## src/rtl/hdlc_tx_pkg.sv

```systemverilog
package hdlc_tx_pkg;
  localparam int DATA_W    = 8;
  localparam int FCS_W     = 16;
  localparam int STUFF_RUN = 5;
  localparam logic [DATA_W-1:0] FLAG_PAT   = 8'h7E;
  localparam logic [FCS_W-1:0]  CRC_POLY_R = 16'h8408;
  localparam logic [FCS_W-1:0]  CRC_PRESET = 16'hFFFF;

  typedef enum logic [1:0] {PH_FLAG, PH_DATA, PH_FCS} phase_t;

  typedef struct packed {
    logic       stuffSlot;  // emit inserted zero
    logic       flagBit;    // emit flag bit at flagIdx
    logic       dataBit;    // emit shifter bit and shift
    logic       crcUpdate;  // fold current bit into CRC
    logic       crcInit;    // preset CRC
    logic       loadByte;   // move holding byte into shifter
    logic       loadFcs;    // move complemented CRC into shifter
    logic [2:0] flagIdx;
  } dp_strobe_t;

  function automatic logic [FCS_W-1:0] crcStep(input logic [FCS_W-1:0] c, input logic b);
    logic fb;
    fb = c[0] ^ b;
    crcStep = (c >> 1) ^ (fb ? CRC_POLY_R : '0);
  endfunction
endpackage

```

## src/rtl/hdlc_tx_ctrl.sv

```systemverilog
module hdlc_tx_ctrl
  import hdlc_tx_pkg::*;
#(
  parameter int CNT_W = $clog2(FCS_W),
  parameter int RUN_W = $clog2(STUFF_RUN + 1)
) (
  input  logic             clk,
  input  logic             rstN,
  input  logic             bitEn,
  input  logic             curBit,
  input  logic             holdValid,
  input  logic             holdLast,
  output dp_strobe_t       strb,
  output phase_t           phase,
  output logic [RUN_W-1:0] onesCnt
);
  localparam logic [CNT_W-1:0] LAST_DATA = CNT_W'(DATA_W - 1);
  localparam logic [CNT_W-1:0] LAST_FCS  = CNT_W'(FCS_W - 1);
  localparam logic [RUN_W-1:0] RUN_MAX   = RUN_W'(STUFF_RUN);

  logic [CNT_W-1:0] bitCnt;
  logic curLast;
  logic stuff, endFlag, dataAdv, endByte, endFcs;

  always_comb begin
    stuff   = bitEn && (onesCnt == RUN_MAX);
    endFlag = bitEn && !stuff && (phase == PH_FLAG) && (bitCnt == LAST_DATA);
    dataAdv = bitEn && !stuff && (phase != PH_FLAG);
    endByte = dataAdv && (phase == PH_DATA) && (bitCnt == LAST_DATA);
    endFcs  = dataAdv && (phase == PH_FCS) && (bitCnt == LAST_FCS);

    strb           = '0;
    strb.stuffSlot = stuff;
    strb.flagBit   = bitEn && !stuff && (phase == PH_FLAG);
    strb.dataBit   = dataAdv;
    strb.crcUpdate = dataAdv && (phase == PH_DATA);
    strb.crcInit   = endFlag && holdValid;
    strb.loadByte  = (endFlag && holdValid) || (endByte && !curLast && holdValid);
    strb.loadFcs   = endByte && (curLast || !holdValid);
    strb.flagIdx   = bitCnt[2:0];
  end

  always_ff @(posedge clk) begin
    if (!rstN) begin
      phase   <= PH_FLAG;
      bitCnt  <= '0;
      onesCnt <= '0;
      curLast <= 1'b0;
    end else begin
      if (stuff || endFlag) onesCnt <= '0;
      else if (dataAdv)     onesCnt <= curBit ? onesCnt + 1'b1 : '0;

      if (endFlag || endByte || endFcs) bitCnt <= '0;
      else if (bitEn && !stuff)         bitCnt <= bitCnt + 1'b1;

      if (strb.loadByte) curLast <= holdLast;

      if (endFlag)            phase <= holdValid ? PH_DATA : PH_FLAG;
      else if (strb.loadFcs)  phase <= PH_FCS;
      else if (endFcs)        phase <= PH_FLAG;
    end
  end
endmodule

```

## src/rtl/hdlc_tx_datapath.sv

```systemverilog
module hdlc_tx_datapath
  import hdlc_tx_pkg::*;
(
  input  logic              clk,
  input  logic              rstN,
  input  dp_strobe_t        strb,
  input  logic [DATA_W-1:0] inData,
  input  logic              inLast,
  input  logic              inValid,
  output logic              inReady,
  output logic              holdValid,
  output logic              holdLast,
  output logic              curBit,
  output logic              txBit
);
  logic [DATA_W-1:0] holdData;
  logic [FCS_W-1:0]  shReg;
  logic [FCS_W-1:0]  crc, crcNext;

  assign inReady = !holdValid;
  assign curBit  = shReg[0];
  assign crcNext = crcStep(crc, curBit);

  always_ff @(posedge clk) begin
    if (!rstN) begin
      holdValid <= 1'b0;
      holdLast  <= 1'b0;
      holdData  <= '0;
    end else if (inValid && inReady) begin
      holdValid <= 1'b1;
      holdLast  <= inLast;
      holdData  <= inData;
    end else if (strb.loadByte) begin
      holdValid <= 1'b0;
    end
  end

  always_ff @(posedge clk) begin
    if (!rstN) begin
      shReg <= '0;
      crc   <= CRC_PRESET;
      txBit <= 1'b1;
    end else begin
      if (strb.crcInit)        crc <= CRC_PRESET;
      else if (strb.crcUpdate) crc <= crcNext;

      if (strb.loadByte)     shReg <= {{(FCS_W-DATA_W){1'b0}}, holdData};
      else if (strb.loadFcs) shReg <= ~crcNext;
      else if (strb.dataBit) shReg <= shReg >> 1;

      if (strb.stuffSlot)    txBit <= 1'b0;
      else if (strb.flagBit) txBit <= FLAG_PAT[strb.flagIdx];
      else if (strb.dataBit) txBit <= curBit;
    end
  end
endmodule

```

## src/rtl/hdlc_tx_stuffer.sv

```systemverilog
module hdlc_tx_stuffer
  import hdlc_tx_pkg::*;
(
  input  logic       clk,
  input  logic       rstN,
  input  logic       bitEn,
  input  logic [7:0] inData,
  input  logic       inLast,
  input  logic       inValid,
  output logic       inReady,
  output logic       txBit
);
  localparam int RUN_W = $clog2(STUFF_RUN + 1);

  dp_strobe_t       strb;
  phase_t           phase;
  logic [RUN_W-1:0] onesCnt;
  logic             curBit, holdValid, holdLast;

  hdlc_tx_ctrl #(.RUN_W(RUN_W)) ctrl_i (
    .clk(clk), .rstN(rstN), .bitEn(bitEn), .curBit(curBit),
    .holdValid(holdValid), .holdLast(holdLast),
    .strb(strb), .phase(phase), .onesCnt(onesCnt)
  );

  hdlc_tx_datapath dp_i (
    .clk(clk), .rstN(rstN), .strb(strb), .inData(inData), .inLast(inLast),
    .inValid(inValid), .inReady(inReady), .holdValid(holdValid),
    .holdLast(holdLast), .curBit(curBit), .txBit(txBit)
  );
endmodule

```

## config.mk

```make
export PLATFORM = sky130hd
export DESIGN_NAME = hdlc_tx_stuffer
export DESIGN_NICKNAME = d
export VERILOG_FILES = /design/src/rtl/hdlc_tx_pkg.sv /design/src/rtl/hdlc_tx_ctrl.sv /design/src/rtl/hdlc_tx_datapath.sv /design/src/rtl/hdlc_tx_stuffer.sv
export SDC_FILE = /design/constraint.sdc
export NUM_CORES = 1
export LEC_CHECK = 0
export BUFFER_PORTS_ARGS = -buffer_cell sky130_fd_sc_hd__buf_2
export CORE_MARGIN = 1
export CORE_UTILIZATION = 35
export DETAILED_ROUTE_END_ITERATION = 10
export GPL_TIMING_DRIVEN = 0
export MAX_ROUTING_LAYER = met4
export PLACE_DENSITY_LB_ADDON = 0.08
export SLEW_MARGIN = 40
export SYNTH_ARGS = -nofsm -noshare
export SYNTH_HDL_FRONTEND = slang
export SYNTH_SLANG_ARGS = --single-unit
```

## constraint.sdc

```tcl
create_clock -name clk -period 1.9 [get_ports clk]
set_input_delay 0.095 -clock clk [delete_from_list [all_inputs] [get_ports clk]]
set_output_delay 0.095 -clock clk [all_outputs]
set_load 0.1 [all_outputs]
```

==> metrics.txt <==
Synthesized Nets 300; hpwl dp 4.19 mm; Die Area 7470 µm²; outcome finished clean; later-pin clock latency in the skew report 0.32 ns; nets 331; Setup violations, final 0; Post-Syn Instances 284; crit path kind register to register; first-pass GRT wire length 10.2 mm; die width 86.5 µm; Hold WS 0.00692 ns; Placer Congestion 0.723; CTS tree yes; grt total ovfl 0; Initial Util 0.365; HP Class input port to register; fin crit period 1.76 ns; Main synth FF type dfxtp_1; clk slew on worst S/H paths 0.11 ns; 1st-iter DRT viols 86; Post-synth EDFFs 0; Die Span Y 86.5 µm; Post-synth ARST share 0; VDD IR max 318 µV; Port Buf Inserts 14; Total GRT Usage 0.181; fin. max-slew vios 0; P per Cell Area 693 nW/µm²; crit share post-route 0.926; Detailed Route WL 6.04 mm; clk root buf clkbuf_8; Seq cells post-synth 54; Num CTS Buffers 5; synth unique cells 53; drt via density 5.13; number of global-route vias before repair 2079; Critical Path End Type register; post-route worst setup slack 0.140 ns; vias after detailed routing 2113; fill count 711; yosys warns 0; I/O Pins 15; Placed Instances 394; largest net degree at the start of global routing 18; max_cap viols 0; Worst Path Max Fanout 10; worst-path cell chain inv_1 > ha_2 > a21bo_4 > buf_6 > nor2_4 > buf_8 > mux2i_2 > a211oi_2; row count 30; Synth Cell Area 2500 µm²; CP bufs+invs 3; final cell count without fillers 412; Tightest Pin Transition 0.627 ns; share of cells above drive strength 1 0.209; htree depth 2; clock skew 0.00907 ns; syn_area_per_cell 8.79 µm²; Fin Setup TNS 0 ns; Antenna Diode Count 0; DR pass1 iterations 4; register area share after synthesis 0.433; critical path data arrival time 1.97 ns; CORE AREA 6830 µm²; crit-path leading delay family buffers and inverters; crit path launch type register; DR WL/cell 14.7 µm; relative slew slack 0.582; Max clock buf depth 2; slowest CP cell dfxtp_2; CP max stage delay 0.35 ns; unrepaired setup endpoints after global routing false; pre-CTS setup slack -0.0658 ns; fmax 568 MHz; final hold viol count 0; leakage power 1.13 nW; Antenna Nets Post-Route 0; Worst Path Required 2.11 ns; CTS Sinks 54; Finished Core Util 0.434; DRC 0; antenna violations before repair 0; P&R area growth vs syn 18.9%
cell families (layout without fill, tap and decap cells):
family	Yosys count	in the layout	synth area share
multiplexers	4	4	0.0160
buffers and inverters	23	55	0.0501
flip-flops	54	54	0.433
AND/OR/NAND/NOR	114	114	0.224
XOR/XNOR	8	8	0.0281
adder cells (fa/ha/maj)	3	3	0.0150
AO/OA/AOI/OAI	78	78	0.234
cells in the final DEF, fill, tap and decap left out, types with 2 or more instances in the layout:
cell	count
nand2_1	58
dfxtp_1	52
a21oi_1	26
buf_2	20
nand3_1	15
nor2_1	8
and3_1	8
a22oi_1	8
o211ai_1	7
clkbuf_8	6
dlygate4sd3_1	6
inv_1	5
or3_1	5
xnor2_1	5
a31oi_1	5
buf_4	5
clkbuf_1	4
o32ai_1	4
o21ai_0	4
xor2_1	3
buf_6	3
nor2b_1	3
o21ai_1	3
mux2i_1	3
a211oi_2	3
o32ai_2	3
o221ai_1	2
nor3_1	2
nand3b_1	2
dfxtp_2	2
path summary, 6_finish.rpt:
kind | from | to | slack (ns) | cells past startpoint
max | ctrl_i.onesCnt[1] | dp_i.shReg[12] | 0.14 | 8
max reg2reg | ctrl_i.onesCnt[1] | dp_i.shReg[12] | 0.14 | 8
min | inData[7] | dp_i.holdData[7] | 0.007 | 3
min reg2reg | dp_i.holdData[1] | dp_i.holdData[1] | 0.47 | 2
area by class of cell:
class | instances | area, µm² | area share
Tap cell | 96 | 120 | 0.0405
Inverter | 6 | 22.5 | 0.00759
Multi-Input combinational cell | 207 | 1370 | 0.462
Clock buffer | 6 | 82.6 | 0.0278
Clock inverter | 2 | 16.3 | 0.00548
Buffer | 17 | 113 | 0.0379
Timing Repair Buffer | 24 | 160 | 0.0540
Sequential cell | 54 | 1080 | 0.365
flip-flops by register name (all words and copies together) (netlist names), named ones only:
name            cells
ctrl_i.bitCnt       4
dp_i.shReg         16
dp_i.holdData       8
ctrl_i.phase        2
dp_i.crc           16
dp_i.holdValid      1
ctrl_i.curLast      1
ctrl_i.onesCnt      3
dp_i.holdLast       1
dp_i.txBit          1
worst register-to-register path, cell delays in order, from the launching register on:
cell and delay [ns]:
dfxtp_2 0.35, inv_1 0.04, ha_2 0.20, a21bo_4 0.26, buf_6 0.16, nor2_4 0.16, buf_8 0.16, mux2i_2 0.23
a211oi_2 0.09
where the power goes:
part	switching, mW	internal [mW]
logic	0.112	0.0632
clock network	0.407	0.301
registers	0.0188	1.16
total	0.538	1.52
through the flow:
stage	power, mW	area, µm²
2_1_floorplan	1.31	2500
3_3_place_gp	1.35	2690
3_5_place_dp	1.35	2690
4_1_cts	2.08	2860
5_1_grt	2.14	2970
6_report	2.06	2970
synth_stat cells, drive strengths merged (2+ instances only):
| cell type | n | area [µm²] |
|---|---|---|
| xnor2 | 5 | 43.8 |
| a211oi | 3 | 37.5 |
| a31oi | 5 | 31.3 |
| buf | 13 | 87.6 |
| nor2 | 10 | 47.6 |
| o21ai | 8 | 43.8 |
| nand2 | 59 | 224 |
| o32ai | 7 | 61.3 |
| nor2b | 3 | 18.8 |
| and3 | 8 | 50.1 |
| nor3 | 4 | 25.0 |
| clkbuf | 4 | 15.0 |
| ha | 3 | 37.5 |
| dfxtp | 54 | 1080 |
| nand4b | 2 | 23.8 |
| xor2 | 3 | 26.3 |
| nand3b | 2 | 15.0 |
| nand3 | 17 | 95.1 |
| a21oi | 26 | 130 |
| o211ai | 7 | 52.6 |
| or3 | 5 | 31.3 |
| a2111oi | 2 | 36.3 |
| o221ai | 2 | 17.5 |
| inv | 6 | 22.5 |
| mux2i | 4 | 40.0 |
| a22oi | 8 | 60.1 |
per-layer routing:
metal	up-vias	routed length, µm	global-route usage
met1	990	3030	0.240
met5	-	0	-
li1	1085	-	-
met3	8	191	0.0343
met4	0	86	0.0606
met2	30	2730	0.278
timing repair:
| item | in CTS | in global routing |
|---|---|---|
| endpoints found under the hold margin | 6 | 0 |
| pin swaps | 2 | 2 |
| resized for setup | 1 | 17 |
| buffers inserted | 2 | 2 |
| hold buffers | 6 | 0 |
| setup endpoints to repair | 18 | 27 |
Note: power is estimated with default switching activity, not from simulation.
